--- src/rtl/sdec_pkg.sv ---
package sdec_pkg;
  localparam int FRAME_W = 16;
  localparam int ADDR_W  = 4;
  localparam int DATA_W  = 11;

  localparam logic [ADDR_W-1:0] A_CONV_START = 4'h2;
  localparam logic [ADDR_W-1:0] A_CTRL       = 4'h3;
  localparam logic [ADDR_W-1:0] A_READ_ARM   = 4'h7;
  localparam logic [ADDR_W-1:0] A_PIN_ARM    = 4'hA;
  localparam logic [ADDR_W-1:0] A_POWER      = 4'hB;
  localparam logic [ADDR_W-1:0] A_CLEAR      = 4'hF;

  localparam logic [DATA_W-1:0] CLEAR_KEY    = 11'h5AC;
endpackage

--- src/rtl/sdec_sync.sv ---
module sdec_sync #(
  parameter int W      = 1,
  parameter int STAGES = 2,
  parameter logic [W-1:0] RST_VAL = '0
) (
  input  logic         clk,
  input  logic         rst,
  input  logic [W-1:0] din,
  output logic [W-1:0] dout
);
  logic [W-1:0] stg_q [STAGES];

  always_ff @(posedge clk) begin
    if (rst) begin
      for (int s = 0; s < STAGES; s++) stg_q[s] <= RST_VAL;
    end else begin
      stg_q[0] <= din;
      for (int s = 1; s < STAGES; s++) stg_q[s] <= stg_q[s-1];
    end
  end

  assign dout = stg_q[STAGES-1];
endmodule

--- src/rtl/sdec_shifter.sv ---
module sdec_shifter
  import sdec_pkg::*;
(
  input  logic               clk,
  input  logic               rst,
  input  logic               sclk_s,
  input  logic               cs_s,
  input  logic               mosi_s,
  input  logic [FRAME_W-1:0] tx_word,
  output logic               frame_vld,
  output logic [FRAME_W-1:0] frame_data,
  output logic               miso
);
  localparam int CNT_W = $clog2(FRAME_W);

  logic               sclk_d, cs_d;
  logic [CNT_W-1:0]   cnt_q;
  logic [FRAME_W-1:0] rx_q, tx_q;

  wire sclk_fall = sclk_d & ~sclk_s;
  wire sclk_rise = ~sclk_d & sclk_s;
  wire cs_fall   = cs_d & ~cs_s;
  wire [FRAME_W-1:0] rx_next = {rx_q[FRAME_W-2:0], mosi_s};

  always_ff @(posedge clk) begin
    if (rst) begin
      sclk_d     <= 1'b1;
      cs_d       <= 1'b1;
      cnt_q      <= '0;
      rx_q       <= '0;
      tx_q       <= '0;
      frame_vld  <= 1'b0;
      frame_data <= '0;
    end else begin
      sclk_d    <= sclk_s;
      cs_d      <= cs_s;
      frame_vld <= 1'b0;
      if (cs_s) begin
        cnt_q <= '0;
      end else if (sclk_fall) begin
        rx_q <= rx_next;
        if (cnt_q == CNT_W'(FRAME_W - 1)) begin
          cnt_q      <= '0;
          frame_vld  <= 1'b1;
          frame_data <= rx_next;
        end else begin
          cnt_q <= cnt_q + 1'b1;
        end
      end
      if (cs_s)           tx_q <= '0;
      else if (cs_fall)   tx_q <= tx_word;
      else if (sclk_rise) tx_q <= {tx_q[FRAME_W-2:0], 1'b0};
    end
  end

  assign miso = tx_q[FRAME_W-1];


  frame_sel_chk: assert property (@(posedge clk) disable iff (rst)
    frame_vld |-> $past(!cs_s));

  cnt_clear_chk: assert property (@(posedge clk) disable iff (rst)
    cs_s |=> cnt_q == '0);

  miso_idle_chk: assert property (@(posedge clk) disable iff (rst)
    cs_s |=> !miso);
endmodule

--- src/rtl/sdec_core.sv ---
module sdec_core
  import sdec_pkg::*;
#(
  parameter int NUM_CH  = 8,
  parameter int CODE_W  = 12,
  parameter int GPIO_W  = 8,
  parameter int NUM_REG = 16
) (
  input  logic                     clk,
  input  logic                     rst,
  input  logic                     frame_vld,
  input  logic [FRAME_W-1:0]       frame_data,
  input  logic [GPIO_W-1:0]        gpio_s,
  input  logic [NUM_CH*CODE_W-1:0] adc_samples,
  output logic [FRAME_W-1:0]       tx_word,
  output logic [NUM_CH*CODE_W-1:0] dac_codes,
  output logic                     adc_range_hi,
  output logic                     dac_range_hi,
  output logic                     int_ref_en
);
  localparam int CH_W = $clog2(NUM_CH);

  logic [DATA_W-1:0] regs_q [NUM_REG];
  logic [CODE_W-1:0] dac_q  [NUM_CH];
  logic              conv_armed_q;
  logic [CH_W-1:0]   conv_ch_q;

  wire              is_nop  = (frame_data == '0);
  wire              is_dac  = frame_data[FRAME_W-1];
  wire [ADDR_W-1:0] addr    = frame_data[FRAME_W-2 -: ADDR_W];
  wire [DATA_W-1:0] data    = frame_data[DATA_W-1:0];
  wire [CH_W-1:0]   dac_ch  = frame_data[FRAME_W-2 -: CH_W];
  wire [CODE_W-1:0] dac_val = frame_data[CODE_W-1:0];
  wire              is_clr  = !is_dac && addr == A_CLEAR && data == CLEAR_KEY;

  logic [CH_W-1:0] first_ch;
  logic            any_ch;
  always_comb begin
    first_ch = '0;
    any_ch   = 1'b0;
    for (int i = NUM_CH - 1; i >= 0; i--) begin
      if (data[i]) begin
        first_ch = CH_W'(i);
        any_ch   = 1'b1;
      end
    end
  end

  wire [CODE_W-1:0]  conv_sample = adc_samples[conv_ch_q*CODE_W +: CODE_W];
  wire [FRAME_W-1:0] conv_word   = {{(FRAME_W-CH_W-CODE_W){1'b0}}, conv_ch_q, conv_sample};

  always_ff @(posedge clk) begin
    if (rst) begin
      for (int r = 0; r < NUM_REG; r++) regs_q[r] <= '0;
      for (int c = 0; c < NUM_CH; c++)  dac_q[c]  <= '0;
      tx_word      <= '0;
      conv_armed_q <= 1'b0;
      conv_ch_q    <= '0;
    end else if (frame_vld) begin
      tx_word      <= '0;
      conv_armed_q <= 1'b0;
      if (is_nop) begin
        if (conv_armed_q) tx_word <= conv_word;
      end else if (is_dac) begin
        dac_q[dac_ch] <= dac_val;
      end else if (is_clr) begin
        for (int r = 0; r < NUM_REG; r++) regs_q[r] <= '0;
        for (int c = 0; c < NUM_CH; c++)  dac_q[c]  <= '0;
      end else begin
        regs_q[addr] <= data;
        if (addr == A_READ_ARM && data[6])
          tx_word <= {{(FRAME_W-DATA_W){1'b0}}, regs_q[data[5:2]]};
        if (addr == A_PIN_ARM && data[10])
          tx_word <= {{(FRAME_W-GPIO_W){1'b0}}, gpio_s};
        if (addr == A_CONV_START && any_ch) begin
          conv_armed_q <= 1'b1;
          conv_ch_q    <= first_ch;
        end
      end
    end
  end

  for (genvar g = 0; g < NUM_CH; g++) begin : g_dac_out
    assign dac_codes[g*CODE_W +: CODE_W] = dac_q[g];
  end

  assign adc_range_hi = regs_q[A_CTRL][5];
  assign dac_range_hi = regs_q[A_CTRL][4];
  assign int_ref_en   = regs_q[A_POWER][9];


  dac_write_chk: assert property (@(posedge clk) disable iff (rst)
    (frame_vld && is_dac) |=> dac_q[$past(dac_ch)] == $past(dac_val));

  nop_hold_chk: assert property (@(posedge clk) disable iff (rst)
    (frame_vld && is_nop) |=> dac_codes == $past(dac_codes));

  conv_gap_chk: assert property (@(posedge clk) disable iff (rst)
    (frame_vld && !is_dac && addr == A_CONV_START && data[7:0] != '0) |=> (tx_word == '0 && conv_armed_q));

  clear_all_chk: assert property (@(posedge clk) disable iff (rst)
    (frame_vld && is_clr) |=> (dac_codes == '0 && !adc_range_hi && !int_ref_en));

  ctrl_track_chk: assert property (@(posedge clk) disable iff (rst)
    (frame_vld && !is_dac && addr == A_CTRL) |=> (adc_range_hi == $past(data[5]) && dac_range_hi == $past(data[4])));
endmodule

--- src/rtl/spi_cmd_decoder.sv ---
module spi_cmd_decoder
  import sdec_pkg::*;
#(
  parameter int NUM_CH      = 8,
  parameter int CODE_W      = 12,
  parameter int GPIO_W      = 8,
  parameter int NUM_REG     = 16,
  parameter int SYNC_STAGES = 2
) (
  input  logic                     clk,
  input  logic                     rst,
  input  logic                     spi_sclk,
  input  logic                     spi_cs_n,
  input  logic                     spi_mosi,
  output logic                     spi_miso,
  input  logic [GPIO_W-1:0]        gpio_pins,
  input  logic [NUM_CH*CODE_W-1:0] adc_samples,
  output logic [NUM_CH*CODE_W-1:0] dac_codes,
  output logic                     adc_range_hi,
  output logic                     dac_range_hi,
  output logic                     int_ref_en
);
  localparam int SYNC_W = GPIO_W + 3;

  logic [SYNC_W-1:0]  sync_out;
  logic               frame_vld;
  logic [FRAME_W-1:0] frame_data, tx_word;

  sdec_sync #(
    .W(SYNC_W), .STAGES(SYNC_STAGES), .RST_VAL({{GPIO_W{1'b0}}, 3'b011})
  ) u_sync (
    .clk(clk), .rst(rst),
    .din({gpio_pins, spi_mosi, spi_cs_n, spi_sclk}),
    .dout(sync_out)
  );

  sdec_shifter u_shift (
    .clk(clk), .rst(rst),
    .sclk_s(sync_out[0]), .cs_s(sync_out[1]), .mosi_s(sync_out[2]),
    .tx_word(tx_word), .frame_vld(frame_vld), .frame_data(frame_data),
    .miso(spi_miso)
  );

  sdec_core #(
    .NUM_CH(NUM_CH), .CODE_W(CODE_W), .GPIO_W(GPIO_W), .NUM_REG(NUM_REG)
  ) u_core (
    .clk(clk), .rst(rst),
    .frame_vld(frame_vld), .frame_data(frame_data),
    .gpio_s(sync_out[SYNC_W-1:3]), .adc_samples(adc_samples),
    .tx_word(tx_word), .dac_codes(dac_codes),
    .adc_range_hi(adc_range_hi), .dac_range_hi(dac_range_hi),
    .int_ref_en(int_ref_en)
  );
endmodule

--- config.mk ---
export PLATFORM = sky130hd
export DESIGN_NAME = spi_cmd_decoder
export DESIGN_NICKNAME = d
export VERILOG_FILES = /design/src/rtl/sdec_pkg.sv /design/src/rtl/sdec_sync.sv /design/src/rtl/sdec_shifter.sv /design/src/rtl/sdec_core.sv /design/src/rtl/spi_cmd_decoder.sv
export SDC_FILE = /design/constraint.sdc
export NUM_CORES = 1
export LEC_CHECK = 0
export BUFFER_PORTS_ARGS = -buffer_cell sky130_fd_sc_hd__buf_2
export CORE_MARGIN = 4
export CORE_UTILIZATION = 30
export CTS_CLUSTER_DIAMETER = 150
export DETAILED_ROUTE_END_ITERATION = 8
export PLACE_DENSITY = 0.5
export SYNTH_ARGS = -nofsm -noshare
export SYNTH_HDL_FRONTEND = slang
export SYNTH_HIERARCHICAL = 1
export SYNTH_SLANG_ARGS = --single-unit
--- constraint.sdc ---
create_clock -name clk -period 7.05 [get_ports clk]
set_input_delay 0.705 -clock clk [delete_from_list [all_inputs] [get_ports clk]]
set_output_delay 0.705 -clock clk [all_outputs]
set_load 0.1 [all_outputs]
==> impl_metrics.json <==
{
  "drc": 0,
  "worst_r2r_endpoint": "u_core/regs_q[14][2]",
  "most-common-layout-cells": "272 x edfxtp_1, 224 x and2_1, 208 x buf_2",
  "fin_setup_tns_ps": 0,
  "status": "completed",
  "required_ps": 7220,
  "nNetsFinal": 1495,
  "io_buffers": 208,
  "met2_usage_pct": 26.0,
  "ant_nets": 0,
  "area_delta_synth_final_pct": 17.0,
  "p_leak_nw": 7.09,
  "reg2reg_slack_ps": 3670,
  "avgSynthCellArea_um2": 13.4,
  "drv_cap": 0,
  "htreeDepth": 2,
  "cts_resized": 0,
  "dp_hpwl_um": 31500,
  "vias_per_cell": 4.94,
  "fp-row-count": 85,
  "tightest_slew_ps": 1130,
  "synthFlopType": "edfxtp_1",
  "r2r_cells": 5,
  "yosysWarnings": 6,
  "post_cts_buffers": 0,
  "wl_per_cell_um": 22.3,
  "synth_edf_count": 272,
  "post-route-min-period_ps": 3390,
  "syn_nets": 1342,
  "cts_sinks": 367,
  "synth_seq_cells": 367,
  "dieArea_mm2": 0.0590,
  "hold_start": "spi_cs_n",
  "endpoint_kind": "flop",
  "synth_area_mm2": 0.0165,
  "numCtsBuffers": 40,
  "grt_pass1_wl_um": 69400,
  "clk_pin_slew_ps": 60,
  "power_density_mw_per_mm2": 249,
  "ys_types": 69,
  "cts_tree": "yes",
  "vias": 10400,
  "max_freq_mhz": 295,
  "cts_root_buf": "clkbuf_16",
  "grt_setup_unrepaired": "false",
  "instances_no_fill": 2115,
  "slew_violations": 0,
  "gr-total-overflow": 0,
  "ios": 209,
  "setup_viol": 0,
  "core-area_mm2": 0.0542,
  "grt_max_degree": 60,
  "dp_cells": 2039,
  "synth-seq-area-share_pct": 60.9,
  "yosysTopAreaCell": "edfxtp_1",
  "busiest_layer": "met2",
  "synthTopCellsByArea": "edfxtp_1 49%, dfxtp_1 11%, mux4_2 9.7%, and2_1 8.5%, mux2i_1 1.8%",
  "gp_congestion": 0.836,
  "die_h_um": 243,
  "final_common_cell": "edfxtp_1",
  "met3_usage_pct": 2.90,
  "worstPathMaxFanout": 29,
  "hold_violations": 0,
  "min_path_type": "in2reg",
  "hold_buffers": 0,
  "hold_path_depth": 2,
  "clk_path_buf_depth": 3,
  "async_flop_share_pct": 0,
  "r2r_start": "u_shift/frame_data[0]",
  "fin_skew_ps": 10.5,
  "synthCells": 1232,
  "min_to": "u_sync/stg_q[0][1]",
  "wirelength_um": 47200,
  "grt_util_met1_pct": 20.7,
  "dr.pass1.iters": 5,
  "relSlewSlack_pct": 23.9,
  "worstSkewPairLatency_ps": 540,
  "grt_usage_pct": 15.4,
  "drt_iter0_drc": 891,
  "antenna_found_initial": 3,
  "worstSetupPathType": "reg2reg",
  "drive_above_1_share_pct": 29.0,
  "critPathLaunchType": "flop",
  "die-width_um": 243,
  "peakVddDrop_mv": 0.138,
  "yosys.area.top_type_share_pct": 49.4,
  "final.period_utilization_pct": 48.0,
  "crit_arrival_ps": 3560,
  "grt_pass1_vias": 10400,
  "start_util_pct": 30.5
}
## final cells by class
| cell class | count | area, um2 |
|---|---|---|
| fill | 5225 | 34900 |
| sequential | 367 | 10100 |
| multi-input combinational | 723 | 5760 |
| timing repair buffer | 233 | 1230 |
| clock buffer | 51 | 1080 |
| tap | 696 | 871 |
| clock inverter | 23 | 248 |
| inverter | 20 | 75.1 |
| antenna | 2 | 5.00 |
## kinds of logic (layout without fill, tap and decap cells)
group	count (synthesis)	after routing	synth area share, %
DFF	367	367	60.9
and+or+nand+nor	486	486	17.8
xor gates and xnor gates	1	1	0.0530
adders and majority gates	1	1	0.0756
other	1	3	0.0227
buffers and inverters	142	327	4.42
muxes	108	108	12.0
AOI/OAI and AO/OA	126	126	4.77
## state kept, by name, indices dropped and copies added, names as in the netlist
name and flops:
u_core/regs_q 176, u_core/dac_q 96, u_sync/stg_q 22, u_shift/frame_data 16
u_shift/tx_q 16, u_core/tx_word 15, u_shift/rx_q 15, u_shift/cnt_q 4
u_core/conv_ch_q 3, u_core/conv_armed_q 1, u_shift/cs_d 1, u_shift/frame_vld 1
u_shift/sclk_d 1
## metal layers
layer  share of wire, %  vias to the layer above
met1                 44                     5309
met5              0.040                        -
met3                5.8                       45
met2                 49                      315
li1                   -                     4776
met4                1.6                        2
## report_power, final
part | switching (mW) | leakage [nW] | internal, mW
Combinational | 0.232 | 2.88 | 0.0703
Sequential | 0.0269 | 3.57 | 2.37
Clock | 0.847 | 0.642 | 1.27
Total | 1.11 | 7.09 | 3.72
## worst max path at each step
stage | startpoint | endpoint | slack (ps) | cells past startpoint
final | u_shift/frame_data[0] | u_core/regs_q[14][2] | 3670 | 5
after global routing | u_shift/frame_data[0] | u_core/regs_q[14][2] | 3460 | 5
after CTS | u_shift/frame_data[0] | u_core/regs_q[14][2] | 3580 | 5
after detailed placement | rst | u_core/regs_q[14][2] | 3590 | 5
after global placement | rst | u_core/regs_q[14][5] | 3610 | 5
after floorplan | rst | u_core/dac_q[2][0] | 4140 | 4
## worst max-delay path, stage by stage, from the launching register on
cell	delay [ps]
dfxtp_2	810
nand4bb_2	320
o41ai_4	130
nor3_4	720
and3b_1	510
nand2b_1	500
## synthesized netlist by cell type (9+ instances only)
library cell  number
mux2i_1           30
a21oi_1           46
and3_2             9
buf_6             14
nand2_1           55
mux4_2            71
nor2_1            21
buf_2             18
nor3_1            29
edfxtp_1         272
or3_1             18
o21ai_0           33
dfxtp_1           95
buf_4             13
and3_1            29
clkbuf_1          68
inv_1             19
a211oi_1          21
nand2b_1          22
and2_1           224
nor2b_1           27
## through the flow
stage	area, um2	power [mW]	hold WS [ps]	utilization [%]	setup slack, ps
after floorplan	16500	2.66	383	-	4140
after global routing	19300	4.99	341	35.7	3460
after global placement	18000	2.75	395	33.2	3610
final	19400	4.82	349	35.7	3670
after detailed placement	18000	2.75	403	33.2	3590
after CTS	19300	4.88	331	35.7	3580
(Power assumes the default switching activity.)
